### src/rtl/regbank_pkg.sv
package regbank_pkg;
  localparam int NREG    = 7;
  localparam int PTR_W   = $clog2(NREG);
  localparam int SLOTS   = 2 ** PTR_W;
  localparam int STAT_IDX = 3;
  localparam int ID_IDX   = 4;
  localparam int TEMP_W   = 3;
  localparam int ID_W     = 8 - TEMP_W;

  typedef logic [SLOTS-1:0][7:0] regArr_t;

  typedef struct packed {
    logic       setPtr;
    logic       wrEn;
    logic       rdAdv;
    logic [7:0] data;
  } busStb_t;

  typedef enum logic [2:0] {
    ST_IDLE, ST_ADDR, ST_SUB, ST_WDATA, ST_ACK, ST_TX, ST_TXACK, ST_WAIT
  } busSt_t;

  function automatic logic [7:0] regMask(input int idx);
    case (idx)
      0:       return 8'hFF;
      1:       return 8'h3F;
      2:       return 8'hAF;
      5:       return 8'hFF;
      6:       return 8'hEF;
      default: return 8'h00;
    endcase
  endfunction

  function automatic logic [7:0] regReset(input int idx);
    case (idx)
      2:       return 8'h87;
      5:       return 8'h80;
      6:       return 8'h02;
      default: return 8'h00;
    endcase
  endfunction
endpackage

### src/rtl/i2cBusCtrl.sv
module i2cBusCtrl
  import regbank_pkg::*;
#(
  parameter logic [4:0] ADDR_HI    = 5'b01100,
  parameter logic [6:0] BCAST_ADDR = 7'h34
) (
  input  logic       clk,
  input  logic       rstN,
  input  logic       sclIn,
  input  logic       sdaIn,
  input  logic [1:0] strap,
  input  logic [7:0] rdData,
  output logic       sdaOe,
  output logic       sclLvl,
  output busStb_t    stb
);
  localparam int CNT_W = 4;
  localparam logic [CNT_W-1:0] FULL = CNT_W'(8);

  logic sclMeta, sclS, sclD, sdaMeta, sdaS, sdaD;
  logic sclRise, sclFall, startEv, stopEv, byteDone;
  logic devHit, bcHit, loadTx;
  busSt_t state, nextSt;
  logic [CNT_W-1:0] bitCnt;
  logic [7:0] shiftQ;

  // two-stage synchronisers plus one delay stage for edge detection
  always_ff @(posedge clk or negedge rstN) begin
    if (!rstN) begin
      {sclMeta, sclS, sclD} <= 3'b111;
      {sdaMeta, sdaS, sdaD} <= 3'b111;
    end else begin
      {sclMeta, sclS, sclD} <= {sclIn, sclMeta, sclS};
      {sdaMeta, sdaS, sdaD} <= {sdaIn, sdaMeta, sdaS};
    end
  end

  assign sclLvl  = sclS;
  assign sclRise = sclS & ~sclD;
  assign sclFall = ~sclS & sclD;
  assign startEv = sclS & sclD & sdaD & ~sdaS;
  assign stopEv  = sclS & sclD & ~sdaD & sdaS;

  always_comb begin
    byteDone   = sclFall && (bitCnt == FULL);
    devHit     = shiftQ[7:1] == {ADDR_HI, strap};
    bcHit      = shiftQ == {BCAST_ADDR, 1'b0};
    loadTx     = sclFall && ((state == ST_ACK && nextSt == ST_TX) || state == ST_TXACK);
    stb.setPtr = (state == ST_SUB) && byteDone;
    stb.wrEn   = (state == ST_WDATA) && byteDone;
    stb.rdAdv  = loadTx;
    stb.data   = shiftQ;
  end

  always_ff @(posedge clk or negedge rstN) begin
    if (!rstN) begin
      state  <= ST_IDLE;
      nextSt <= ST_IDLE;
      bitCnt <= '0;
      shiftQ <= '0;
      sdaOe  <= 1'b0;
    end else if (startEv) begin
      state  <= ST_ADDR;
      bitCnt <= '0;
      sdaOe  <= 1'b0;
    end else if (stopEv) begin
      state <= ST_IDLE;
      sdaOe <= 1'b0;
    end else begin
      case (state)
        ST_ADDR, ST_SUB, ST_WDATA: begin
          if (sclRise && bitCnt != FULL) begin
            shiftQ <= {shiftQ[6:0], sdaS};
            bitCnt <= bitCnt + 1'b1;
          end else if (byteDone) begin
            if (state != ST_ADDR || devHit || bcHit) begin
              sdaOe <= 1'b1;
              state <= ST_ACK;
              if (state == ST_ADDR) nextSt <= shiftQ[0] ? ST_TX : ST_SUB;
              else                  nextSt <= ST_WDATA;
            end else begin
              state <= ST_WAIT;
            end
          end
        end
        ST_ACK: begin
          if (sclFall) begin
            bitCnt <= '0;
            state  <= nextSt;
            if (loadTx) begin
              shiftQ <= rdData;
              sdaOe  <= ~rdData[7];
            end else begin
              sdaOe <= 1'b0;
            end
          end
        end
        ST_TX: begin
          if (sclRise) begin
            bitCnt <= bitCnt + 1'b1;
          end else if (sclFall) begin
            if (bitCnt == FULL) begin
              sdaOe  <= 1'b0;
              bitCnt <= '0;
              state  <= ST_TXACK;
            end else begin
              shiftQ <= {shiftQ[6:0], 1'b0};
              sdaOe  <= ~shiftQ[6];
            end
          end
        end
        ST_TXACK: begin
          if (sclRise && sdaS) begin
            state <= ST_WAIT;
          end else if (sclFall) begin
            shiftQ <= rdData;
            sdaOe  <= ~rdData[7];
            bitCnt <= '0;
            state  <= ST_TX;
          end
        end
        default: ;
      endcase
    end
  end
endmodule

### src/rtl/regBankPath.sv
module regBankPath
  import regbank_pkg::*;
#(
  parameter logic [ID_W-1:0] CHIP_ID = 5'b01000
) (
  input  logic              clk,
  input  logic              rstN,
  input  busStb_t           stb,
  input  logic [TEMP_W-1:0] tempCode,
  input  logic [7:0]        faultSet,
  output logic [7:0]        rdData,
  output logic [PTR_W-1:0]  ptrQ,
  output regArr_t           regView
);
  localparam logic [PTR_W-1:0] LAST = PTR_W'(NREG - 1);

  function automatic logic [PTR_W-1:0] ptrInc(input logic [PTR_W-1:0] p);
    return (p == LAST) ? '0 : p + 1'b1;
  endfunction

  always_ff @(posedge clk or negedge rstN) begin
    if (!rstN)                 ptrQ <= '0;
    else if (stb.setPtr)       ptrQ <= (stb.data < 8'(NREG)) ? stb.data[PTR_W-1:0] : '0;
    else if (stb.wrEn || stb.rdAdv) ptrQ <= ptrInc(ptrQ);
  end

  for (genvar i = 0; i < SLOTS; i++) begin : g_slot
    if (i == STAT_IDX) begin : g_stat
      logic [7:0] q;
      logic [7:0] clrMask;
      assign clrMask = (stb.wrEn && ptrQ == PTR_W'(i)) ? stb.data : 8'h00;
      always_ff @(posedge clk or negedge rstN) begin
        if (!rstN) q <= 8'h00;
        else       q <= (q & ~clrMask) | faultSet;  // set wins over clear
      end
      assign regView[i] = q;
    end else if (i == ID_IDX) begin : g_id
      assign regView[i] = {CHIP_ID, tempCode};
    end else if (i < NREG) begin : g_cfg
      logic [7:0] q;
      always_ff @(posedge clk or negedge rstN) begin
        if (!rstN) q <= regReset(i);
        else if (stb.wrEn && ptrQ == PTR_W'(i)) q <= stb.data & regMask(i);
      end
      assign regView[i] = q;
    end else begin : g_none
      assign regView[i] = 8'h00;
    end
  end

  assign rdData = regView[ptrQ];
endmodule

### src/rtl/regbank_i2c_slave.sv
module regbank_i2c_slave
  import regbank_pkg::*;
#(
  parameter logic [4:0]      ADDR_HI    = 5'b01100,
  parameter logic [6:0]      BCAST_ADDR = 7'h34,
  parameter logic [ID_W-1:0] CHIP_ID    = 5'b01000
) (
  input  logic              clk,
  input  logic              rstN,
  input  logic              sclIn,
  input  logic              sdaIn,
  output logic              sclOe,
  output logic              sdaOe,
  input  logic [1:0]        strap,
  input  logic [TEMP_W-1:0] tempCode,
  input  logic [7:0]        faultSet,
  output logic [13:0]       dutyCode,
  output logic [7:0]        ctrlReg,
  output logic [7:0]        statusReg,
  output logic [7:0]        divLsb,
  output logic [7:0]        divCfg
);
  busStb_t          stb;
  logic [7:0]       rdData;
  logic [PTR_W-1:0] ptrQ;
  logic             sclLvl;
  regArr_t          regView;

  i2cBusCtrl #(.ADDR_HI(ADDR_HI), .BCAST_ADDR(BCAST_ADDR)) u_ctrl (
    .clk(clk), .rstN(rstN), .sclIn(sclIn), .sdaIn(sdaIn), .strap(strap),
    .rdData(rdData), .sdaOe(sdaOe), .sclLvl(sclLvl), .stb(stb)
  );

  regBankPath #(.CHIP_ID(CHIP_ID)) u_path (
    .clk(clk), .rstN(rstN), .stb(stb), .tempCode(tempCode), .faultSet(faultSet),
    .rdData(rdData), .ptrQ(ptrQ), .regView(regView)
  );

  assign sclOe     = 1'b0;
  assign dutyCode  = {regView[0], regView[1][5:0]};
  assign ctrlReg   = regView[2];
  assign statusReg = regView[STAT_IDX];
  assign divLsb    = regView[5];
  assign divCfg    = regView[6];
endmodule

### config.mk
export PLATFORM = sky130hd
export DESIGN_NAME = regbank_i2c_slave
export DESIGN_NICKNAME = d
export VERILOG_FILES = /design/src/rtl/regbank_pkg.sv /design/src/rtl/i2cBusCtrl.sv /design/src/rtl/regBankPath.sv /design/src/rtl/regbank_i2c_slave.sv
export SDC_FILE = /design/constraint.sdc
export NUM_CORES = 1
export LEC_CHECK = 0
export BUFFER_PORTS_ARGS = -buffer_cell sky130_fd_sc_hd__buf_2
export CAP_MARGIN = 20
export CORE_ASPECT_RATIO = 0.5
export CORE_MARGIN = 2
export CORE_UTILIZATION = 25
export CTS_CLUSTER_DIAMETER = 150
export CTS_CLUSTER_SIZE = 8
export DETAILED_ROUTE_END_ITERATION = 12
export GPL_TIMING_DRIVEN = 0
export SYNTH_ARGS = -nofsm -noshare
export SYNTH_HDL_FRONTEND = slang
export SYNTH_SLANG_ARGS = --single-unit
export TNS_END_PERCENT = 50
### constraint.sdc
create_clock -name clk -period 2.8 [get_ports clk]
set_input_delay 0.14 -clock clk [delete_from_list [all_inputs] [get_ports clk]]
set_output_delay 0.14 -clock clk [all_outputs]
set_load 0.01 [all_outputs]
==> metrics.txt <==
# diodes=0; top cells by count, synth=dfrtp_1, mux2_2, nand2_1, nor2_1, o21ai_0; PwrDens=701 mW/mm2; Synth cell types=62; LEAKAGE=2.18 nW; number of flops mapped to enable cells by yosys=0; Setup Crit Path Kind=reg2reg; CP bufs+invs=2; largest net degree at the start of global routing=47; height of the die=91.6 um; #FFs+latches synth=71; die width=179 um; met1 WL=4.96 mm; post-CTS sizing=0; first-pass GRT wire length=17.2 mm; most used flip-flop cell after synthesis=dfrtp_1; Slew headroom=54.9%; share of cells above drive strength 1=36.3%; hold crit path type=in2async; WL per Instance=16.5 um; total grt overflow=0; TritonCTS clock tree=built; critical path capture point type=flop; final hold violation count=0; Max-Cap Viols=0; Synth Cell Area=0.00384 mm2; detailed-route via count=3106; DR WL met2=4.76 mm; fmax=406 MHz; drt first pass iters=5; initial antenna violation count=0; Startpoint Class=flop; Routability Congestion=0.843; fillers=1542; pins over their slew limit=0; most common cell in the netlist=dfrtp_1; Area Overhead vs Synth=25.4%; Die Area=0.0164 mm2; WL final=10.6 mm; syn_area_per_cell=10.8 um2; H-tree levels=3; Period minus WS final=2460 ps; Tcrit/Tclk final=88.0%; RSZ-0062 raised after global routing=false; Clock Pin Slew Worst Setup and Hold Paths=60 ps; CTS Buffer Depth=2; I/O Pins=65; asr flop ratio synth=100%; floorplan core area=0.0147 mm2; nets@finish=464; max layer used=met4; area leader, netlist=dfrtp_1; Starting Density=26.0%; Mapped Cells=355; CTS sink cnt=71; outcome=completed; yosys warns=0; sequential area share after synthesis=46.7%; Worst-Skew Late Latency=340 ps; cells along the critical path=ha_1 -> buf_4 -> nor2b_2 -> and3_1 -> buf_4 -> nand3_2 -> nor3b_4 -> mux2_2; Tot GR Track Use=13.7%; critical path's top delay family=simple AND/OR/NAND/NOR gates; Setup violations, final=0; Crit-path slowest cell=dfstp_2; Fin Setup TNS=0 ps; drt drc=0; HPWL after DPL=7.48 mm; total power after layout=0.00337 W; Worst EP arrival=2690 ps; ANT nets after route=0; Rows=31; Iter 0 DRT Violations=203; number of vias per cell=4.82; top-area cell type share of the netlist area=38.5%; top cells by area, synth=dfrtp_1, mux2_2, dfstp_2; Max VDD drop=0.287 mV; # Post-CTS Setup Buffers=0; wire length on met3=764 um; CTS Buf Count=9; CTS root buffer=clkbuf_16; Required @ worst endpoint=3030 ps; vias in the first global route=3096; Layout Skew=8.28 ps; crit-path max FO=9; Port Buffers=60; slew of the pin with the lowest slew margin=675 ps; Max stage delay on crit path=540 ps; CP most frequent cell=buf_4
layer usage:
| metal | global-route usage (%) | vias to the layer above |
|---|---|---|
| met5 | 0 | - |
| met4 | 4.03 | 0 |
| met3 | 4.77 | 17 |
| met2 | 20.5 | 104 |
| met1 | 18.6 | 1528 |
| li1 | - | 1457 |
where the power goes:
| part | total, W | switching [W] | leakage, nW | internal [W] |
|---|---|---|---|---|
| Combinational | 0.00102 | 0.000619 | 1.18 | 0.000400 |
| Sequential | 0.00129 | 0.000128 | 0.873 | 0.00116 |
| Clock | 0.00107 | 0.000466 | 0.125 | 0.000602 |
| Total | 0.00337 | 0.00121 | 2.18 | 0.00216 |
what timing repair did:
action | 4_1_cts | 5_1_grt
endpoints found under the hold margin | 27 | 0
hold buffers | 11 | 0
setup endpoints to repair | 0 | 0
stage by stage:
stage / area, um2 / setup WS (ps) / std cells / hold WS (ps) / util [%]
2_1_floorplan: 3850 / 683 / 358 / -156 / -
3_5_place_dp: 4430 / 308 / 617 / 90.4 / 30.0
4_1_cts: 4810 / 300 / 644 / 293 / 32.6
5_1_grt: 4810 / 197 / 644 / 302 / 32.6
3_3_place_gp: 4400 / 333 / 616 / 249 / 29.8
6_report: 4810 / 336 / 644 / 279 / 32.6
sequential cells by signal, indices dropped and copies added, names as in the netlist:
| name | cells |
|---|---|
| u_path.ptrQ | 3 |
| u_ctrl.sdaMeta | 1 |
| u_path.g_slot.g_cfg.q | 35 |
| u_ctrl.sclMeta | 1 |
| u_ctrl.nextSt | 3 |
| u_ctrl.state | 3 |
| u_ctrl.shiftQ | 8 |
| u_ctrl.sclLvl | 1 |
| u_ctrl.sdaOe | 1 |
| u_ctrl.sdaD | 1 |
| u_ctrl.sclD | 1 |
| u_ctrl.sdaS | 1 |
| u_ctrl.bitCnt | 4 |
| u_path.g_slot.g_stat.q | 8 |
logic make-up after synthesis:
group | share of synthesized area, %
AND/OR/NAND/NOR | 15.1
AO/OA/AOI/OAI | 14.0
flip-flops | 46.7
multiplexers | 16.8
buffers and inverters | 4.69
adder cells (fa/ha/maj) | 1.96
XOR/XNOR | 0.685
other | 0.0977
worst paths after layout:
check / slack [ps] / cells after the start / endpoint / from
worst max register to register: 340 / 8 / u_path.g_slot[2].g_cfg.q[3] / u_ctrl.sclD
worst max-delay path: 340 / 8 / u_path.g_slot[2].g_cfg.q[3] / u_ctrl.sclD
max in group asynchronous: 1910 / 3 / u_path.g_slot[2].g_cfg.q[2] / rstN
worst min-delay path: 280 / 2 / u_ctrl.bitCnt[0] / rstN
worst min register to register: 350 / 0 / u_ctrl.sdaS / u_ctrl.sdaMeta
min in group clk: 350 / 0 / u_ctrl.sdaS / u_ctrl.sdaMeta
cell type report:
| type | count | area (um2) | area share (%) |
|---|---|---|---|
| repair buffers | 72 | 440 | 9.15 |
| clock inverters | 6 | 45.0 | 0.936 |
| well taps | 198 | 248 | 5.15 |
| flip-flops and latches | 71 | 1790 | 37.2 |
| clock buffers | 10 | 229 | 4.76 |
| plain buffers | 27 | 143 | 2.96 |
| multi-input cells | 250 | 1880 | 39.0 |
| inverters | 10 | 37.5 | 0.780 |
worst reg2reg max path, delay by kind of cell (launching register included):
kind,cells,cell delay (ps)
mux,1,390
buf+inv,2,310
flops,1,540
simple gates,4,980
fa+ha+maj,1,140
layout by cell type (no fill, tap or decap), types with 6 or more instances in the layout:
master	synthesis	routed
ha_1	6	6
nand3_1	8	8
inv_1	9	9
nand2_1	30	30
buf_4	8	9
clkbuf_16	0	9
dfrtp_1	59	59
mux2_2	41	41
buf_2	8	67
a31oi_1	7	7
clkbuf_1	9	10
o21ai_0	18	18
a21oi_1	12	12
a21o_1	8	8
mux2i_1	7	7
dlygate4sd3_1	0	11
dfstp_2	12	12
nor3_1	6	6
nor2_1	21	21
Note: power is estimated with default switching activity, not from simulation.
